<file path="config.mk">
export PLATFORM = sky130hd
export DESIGN_NAME = dmsl_top
export DESIGN_NICKNAME = d
export VERILOG_FILES = /design/src/rtl/dmsl_pkg.sv /design/src/rtl/dmsl_halfswap.sv /design/src/rtl/dmsl_mul16.sv /design/src/rtl/dmsl_acc_add.sv /design/src/rtl/dmsl_top.sv
export SDC_FILE = /design/constraint.sdc
export NUM_CORES = 2
export LEC_CHECK = 0
export BUFFER_PORTS_ARGS = -buffer_cell sky130_fd_sc_hd__buf_2
export CAP_MARGIN = 40
export CORE_ASPECT_RATIO = 0.9
export CORE_MARGIN = 4
export CORE_UTILIZATION = 48
export CTS_CLUSTER_SIZE = 10
export DETAILED_ROUTE_END_ITERATION = 10
export PLACE_DENSITY = 0.67
export SKIP_LAST_GASP = 1
export SLEW_MARGIN = 10
export SYNTH_ARGS = -nofsm -noshare
export SYNTH_HDL_FRONTEND = slang
export SYNTH_SLANG_ARGS = --single-unit
</file>
<file path="constraint.sdc">
create_clock -name clk -period 17.43 [get_ports clk]
set_input_delay 3.486 -clock clk [delete_from_list [all_inputs] [get_ports clk]]
set_output_delay 3.486 -clock clk [all_outputs]
set_load 0.02 [all_outputs]
</file>
<file path="src/rtl/dmsl_pkg.sv">
package dmsl_pkg;
  localparam int unsigned HALF_W = 16;
  localparam int unsigned WORD_W = 2 * HALF_W;
  localparam int unsigned PROD_W = 2 * HALF_W;
  localparam int unsigned DIFF_W = PROD_W + 1;
  localparam int unsigned ACC_W  = 2 * WORD_W;

  typedef logic [WORD_W-1:0]        word_t;
  typedef logic signed [HALF_W-1:0] half_t;
  typedef logic signed [PROD_W-1:0] prod_t;
  typedef logic signed [DIFF_W-1:0] diff_t;
  typedef logic [ACC_W-1:0]         acc_t;

  typedef enum logic [0:0] {
    LANE_LO = 1'b0,
    LANE_HI = 1'b1
  } lane_e;
endpackage

</file>
<file path="src/rtl/dmsl_halfswap.sv">
module dmsl_halfswap
  import dmsl_pkg::*;
(
  input  word_t src,
  input  logic  xchg,
  output half_t lane_lo,
  output half_t lane_hi
);
  always_comb begin
    if (xchg) begin
      lane_lo = half_t'(src[WORD_W-1:HALF_W]);
      lane_hi = half_t'(src[HALF_W-1:0]);
    end else begin
      lane_lo = half_t'(src[HALF_W-1:0]);
      lane_hi = half_t'(src[WORD_W-1:HALF_W]);
    end
  end
endmodule

</file>
<file path="src/rtl/dmsl_mul16.sv">
module dmsl_mul16
  import dmsl_pkg::*;
(
  input  half_t x,
  input  half_t y,
  output prod_t p
);
  always_comb p = x * y;
endmodule

</file>
<file path="src/rtl/dmsl_acc_add.sv">
module dmsl_acc_add
  import dmsl_pkg::*;
(
  input  prod_t p_first,
  input  prod_t p_second,
  input  acc_t  acc,
  output diff_t diff,
  output acc_t  sum
);
  localparam int unsigned EXT_W = ACC_W - DIFF_W;
  diff_t ext_first, ext_second;
  acc_t  diff_wide;

  always_comb begin
    ext_first  = {p_first[PROD_W-1], p_first};
    ext_second = {p_second[PROD_W-1], p_second};
    diff       = ext_first - ext_second;
    diff_wide  = {{EXT_W{diff[DIFF_W-1]}}, diff};
    sum        = acc + diff_wide;
  end
endmodule

</file>
<file path="src/rtl/dmsl_top.sv">
module dmsl_top
  import dmsl_pkg::*;
(
  input  logic              clk,
  input  logic              rst,
  input  logic              in_vld,
  output logic              in_rdy,
  input  logic [WORD_W-1:0] in_a,
  input  logic [WORD_W-1:0] in_b,
  input  logic              in_xchg,
  input  logic [WORD_W-1:0] in_acc_hi,
  input  logic [WORD_W-1:0] in_acc_lo,
  output logic              out_vld,
  input  logic              out_rdy,
  output logic [WORD_W-1:0] out_hi,
  output logic [WORD_W-1:0] out_lo
);
  localparam int unsigned LANES = 2;

  half_t a_lane [LANES];
  half_t b_lane [LANES];
  prod_t prod   [LANES];

  dmsl_halfswap u_swap_a (.src(in_a), .xchg(1'b0),    .lane_lo(a_lane[LANE_LO]), .lane_hi(a_lane[LANE_HI]));
  dmsl_halfswap u_swap_b (.src(in_b), .xchg(in_xchg), .lane_lo(b_lane[LANE_LO]), .lane_hi(b_lane[LANE_HI]));

  for (genvar g = 0; g < LANES; g++) begin : g_lane
    dmsl_mul16 u_mul (.x(a_lane[g]), .y(b_lane[g]), .p(prod[g]));
  end

  logic  advance;
  logic  s1_vld, s2_vld;
  prod_t s1_p_first, s1_p_second;
  acc_t  s1_acc, s2_sum;
  diff_t s1_diff;
  acc_t  s1_sum;

  assign advance = !s2_vld || out_rdy;
  assign in_rdy  = advance;

  always_ff @(posedge clk) begin
    if (rst) s1_vld <= 1'b0;
    else if (advance) s1_vld <= in_vld;
  end

  always_ff @(posedge clk) begin
    if (advance && in_vld) begin
      s1_p_first  <= prod[LANE_LO];
      s1_p_second <= prod[LANE_HI];
      s1_acc      <= {in_acc_hi, in_acc_lo};
    end
  end

  dmsl_acc_add u_add (
    .p_first (s1_p_first),
    .p_second(s1_p_second),
    .acc     (s1_acc),
    .diff    (s1_diff),
    .sum     (s1_sum)
  );

  always_ff @(posedge clk) begin
    if (rst) s2_vld <= 1'b0;
    else if (advance) s2_vld <= s1_vld;
  end

  always_ff @(posedge clk) begin
    if (advance && s1_vld) s2_sum <= s1_sum;
  end

  assign out_vld = s2_vld;
  assign out_hi  = s2_sum[ACC_W-1:WORD_W];
  assign out_lo  = s2_sum[WORD_W-1:0];

  AST_S1_FILL: assert property (@(posedge clk) disable iff (rst)
    (in_vld && in_rdy) |=> s1_vld);
  AST_OUT_FILL: assert property (@(posedge clk) disable iff (rst)
    (s1_vld && in_rdy) |=> out_vld);
  AST_NO_PHANTOM: assert property (@(posedge clk) disable iff (rst)
    (!s1_vld && in_rdy) |=> !out_vld);
  AST_STALL_HOLD: assert property (@(posedge clk) disable iff (rst)
    (out_vld && !out_rdy) |=> (out_vld && $stable(out_hi) && $stable(out_lo)));
  AST_DIFF_FITS: assert property (@(posedge clk) disable iff (rst)
    s1_vld |-> (s1_diff[DIFF_W-1] == s1_diff[DIFF_W-2]));
endmodule

</file>
==> metrics.csv <==
stage,metric,value,unit
cts,CTS H-tree lvls,4,
placement,HPWL after detailed placement,60430,µm
sta,top achievable clock speed,97.35,MHz
sta,fin crit period,10270,ps
routing,number of vias after detailed routing,21540,
sta,total count of max-transition violations in the final report,0,
cts,maximum clock insertion buffer count,2,
synth,cell area after synthesis,30860,µm²
synth,net count of the mapped netlist,4050,
routing,first-pass iteration count of the detailed router,5,
synth,main combinational cell family by area after synthesis,adder cells,
synth,synthesized flop and latch total,194,
global_route,total congestion overflow,0,
global_route,largest net degree at the start of global routing,69,
cts,"Clk Latency, worst-skew pair",460,ps
synth,post-synthesis cell type with the largest combined area,sky130_fd_sc_hd__fa_1,
finish,non-filler instance count after layout,4136,
sta,Sum Neg Setup Slack,0,ps
cts,clock-pin slew on the worst setup and hold paths,80,ps
run,Max Cap Viol,0,
global_route,all-layer global routing usage,21.86,%
placement,routability cong.,0.8837,
worst_setup_path,Worst Setup SP,in_xchg,
finish,fin nets,4193,
worst_setup_path,Worst EP arrival,10480,ps
synth,number of library cell types mapped by synthesis,68,
cts,clock buffers created by TritonCTS,17,
sta,Relative slew margins,39.55,%
cts,CTS tree,built,
synth,Post-Synth XOR/XNOR Area,4.399,%
sta,fin crit share,58.93,%
global_route,via count of the first global-routing pass,22460,
routing,routed wire length,72990,µm
synth,leading cell types by total area after synthesis,"sky130_fd_sc_hd__fa_1 (34%), sky130_fd_sc_hd__edfxtp_1 (19%), sky130_fd_sc_hd__ha_1 (10%)",
synth,leading register cell type out of synthesis,sky130_fd_sc_hd__edfxtp_1,
worst_setup_path,termination of the worst setup path,s1_p_first[30],
placement,cell area after placement,32700,µm²
cts,number of sinks handled by clock tree synthesis,194,
worst_setup_path,largest fanout on the critical path,32,
routing,first-iteration detailed-routing DRC count,1357,
routing,residual antenna-violating net count after detailed routing,0,
finish,"final std cell area, no fill",33300,µm²
cts,total of cells resized after clock tree synthesis,0,
worst_setup_path,capturing element type of the critical path,register,
synth,number of enable-type register cells in the synthesized netlist,192,
sta,# setup viols final,0,
sta,final hold viol count,0,
floorplanning,placeable core region,63140,µm²
worst_setup_path,type of the worst setup path,in2reg,
floorplanning,initial standard-cell utilization of the core,48.88,%
placement,pre-CTS worst setup slack,6660,ps
status,outcome,"complete, no violations",
global_route,number of antenna violations at the first check in global routing,5,
synth,top cell type's share of synthesized area,34.12,%
synth,adder and majority cell fraction of the synthesized area,44.62,%
floorplanning,overall die height,248.6,µm
synth,number of cells produced by synthesis,3132,
placement,# placed instances,4101,
sta,Setup WS post-layout,7158,ps
worst_setup_path,launch instance of the worst register-to-register path,s1_p_first[0],
synth,multiplexer area fraction after synthesis,1.163,%
routing,remaining routing DRC violations,0,
floorplanning,die area,68430,µm²
worst_setup_path,number of cell instances on the worst register-to-register path,26,
sta,transition time of the tightest slew-check pin,906.8,ps
worst_setup_path,required time at the endpoint of the critical path,17640,ps
synth,asr flop ratio synth,0,%
synth,average footprint of a synthesized cell,9.854,µm²
routing,vias per cell,5.209,
global_route,global-route wire length before repair,119400,µm
placement,Port Buffer Count,198,
sta,unrepaired setup endpoints after global routing,false,
synth,area fraction in compound gates after synthesis,9.138,%
worst_setup_path,reg2reg end,s2_sum[60],
finish,fraction of final layout cells sized beyond drive strength 1,8.972,%
routing,average wire per standard cell,17.65,µm
worst_setup_path,flop-to-flop setup slack,11380,ps
cts,Post-CTS Hold Fix Bufs,0,
synth,sequential element share of the synthesized area,18.81,%
worst_hold_path,path type of the worst min-delay path,reg2reg,
floorplanning,row count,87,
floorplanning,horizontal die dimension,275.3,µm
cts,clk root buf,sky130_fd_sc_hd__clkbuf_16,
finish,Area growth syn-to-layout,7.889,%
cts,"Setup Fix Bufs, Post-CTS",0,
sta,Layout Skew,24.35,ps
floorplanning,number of ports placed on the die boundary,199,
synth,"basic-gate share of the synthesized area counting and, or, nand and nor cells",13.16,%
worst_setup_path,sort of element at the start of the critical path,input pin,
synth,"Warnings, synthesis",0,
-- critical path, cell delays in order --
cell                       delay, ps
sky130_fd_sc_hd__buf_2           670
sky130_fd_sc_hd__mux2_2          570
sky130_fd_sc_hd__nand2_1         170
sky130_fd_sc_hd__inv_1            90
sky130_fd_sc_hd__fa_1            630
sky130_fd_sc_hd__fa_1            840
sky130_fd_sc_hd__fa_1            520
sky130_fd_sc_hd__fa_1            570
sky130_fd_sc_hd__fa_1            430
sky130_fd_sc_hd__fa_1            440
sky130_fd_sc_hd__ha_1            330
sky130_fd_sc_hd__a21o_1          200
sky130_fd_sc_hd__a21o_1          190
sky130_fd_sc_hd__or3_1           300
sky130_fd_sc_hd__o21ba_2         230
sky130_fd_sc_hd__a31o_2          280
sky130_fd_sc_hd__a221oi_1        270
sky130_fd_sc_hd__o21bai_1        110
sky130_fd_sc_hd__xor2_1          140
-- layout make-up --
type | instances | area (µm²)
multi-input cells | 2224 | 22370
clock buffers | 17 | 425.4
fillers | 5631 | 29840
clock inverters | 15 | 168.9
diodes | 3 | 7.507
inverters | 627 | 2354
well taps | 845 | 1057
flip-flops and latches | 194 | 5806
repair buffers | 211 | 1109
-- state kept, by name, summed over array words and instances, names as in the netlist --
register     cells
s1_p_first      32
s1_vld           1
s1_acc          64
s2_sum          64
out_vld          1
s1_p_second     32
-- worst min-delay path by stage --
| stage | start | end | cells past startpoint |
|---|---|---|---|
| finish | s1_vld | out_vld | 2 |
| global route | s1_vld | out_vld | 2 |
| CTS | s1_vld | out_vld | 2 |
| detailed placement | s1_vld | out_vld | 2 |
| global placement | s1_vld | out_vld | 2 |
| floorplan | s1_vld | out_vld | 2 |
-- logic make-up after synthesis --
logic type,after synthesis
xor gates and xnor gates,155
AOI/OAI and AO/OA,440
buffers and inverters,714
adders and majority gates,785
DFF,194
muxes,33
and+or+nand+nor,811
-- Yosys cell counts, drive strengths merged, types with 20 or more instances --
| cell type | n |
|---|---|
| inv | 627 |
| fa | 526 |
| nand2 | 299 |
| ha | 259 |
| edfxtp | 192 |
| and2 | 158 |
| a21oi | 141 |
| xnor2 | 116 |
| nor2b | 111 |
| nor2 | 96 |
| clkbuf | 80 |
| o21ai | 77 |
| a21o | 75 |
| xor2 | 39 |
| nand2b | 32 |
| mux2 | 23 |
| nand3 | 23 |
| nor3 | 23 |
| a31oi | 22 |
| o21a | 20 |
-- layout by cell type, fill, tap and decap left out, drive strengths merged, types with 32 or more instances in the layout --
cell,n
inv,634
fa,526
nand2,299
ha,259
buf,211
edfxtp,192
and2,158
a21oi,141
xnor2,116
nor2b,111
nor2,96
o21ai,77
a21o,75
xor2,39
nand2b,32
-- per-stage QoR --
stage	util (%)	hold WS, ps
after global routing	52.74	494.5
final	52.74	451.7
after floorplan	-	427.3
after global placement	51.74	442.0
after CTS	52.73	453.1
after detailed placement	51.79	443.1
-- per-layer routing --
layer	track usage, %	up-vias	wire, µm
met2	33.50	595	32320
met5	0	-	20
met1	31.48	10660	33800
met3	5.629	64	5657
met4	4.901	2	1199
li1	-	10230	-
Power is left out: the tool's default activity adds up to more than one toggle a clock period on the data nets, which glitch-free logic cannot reach.
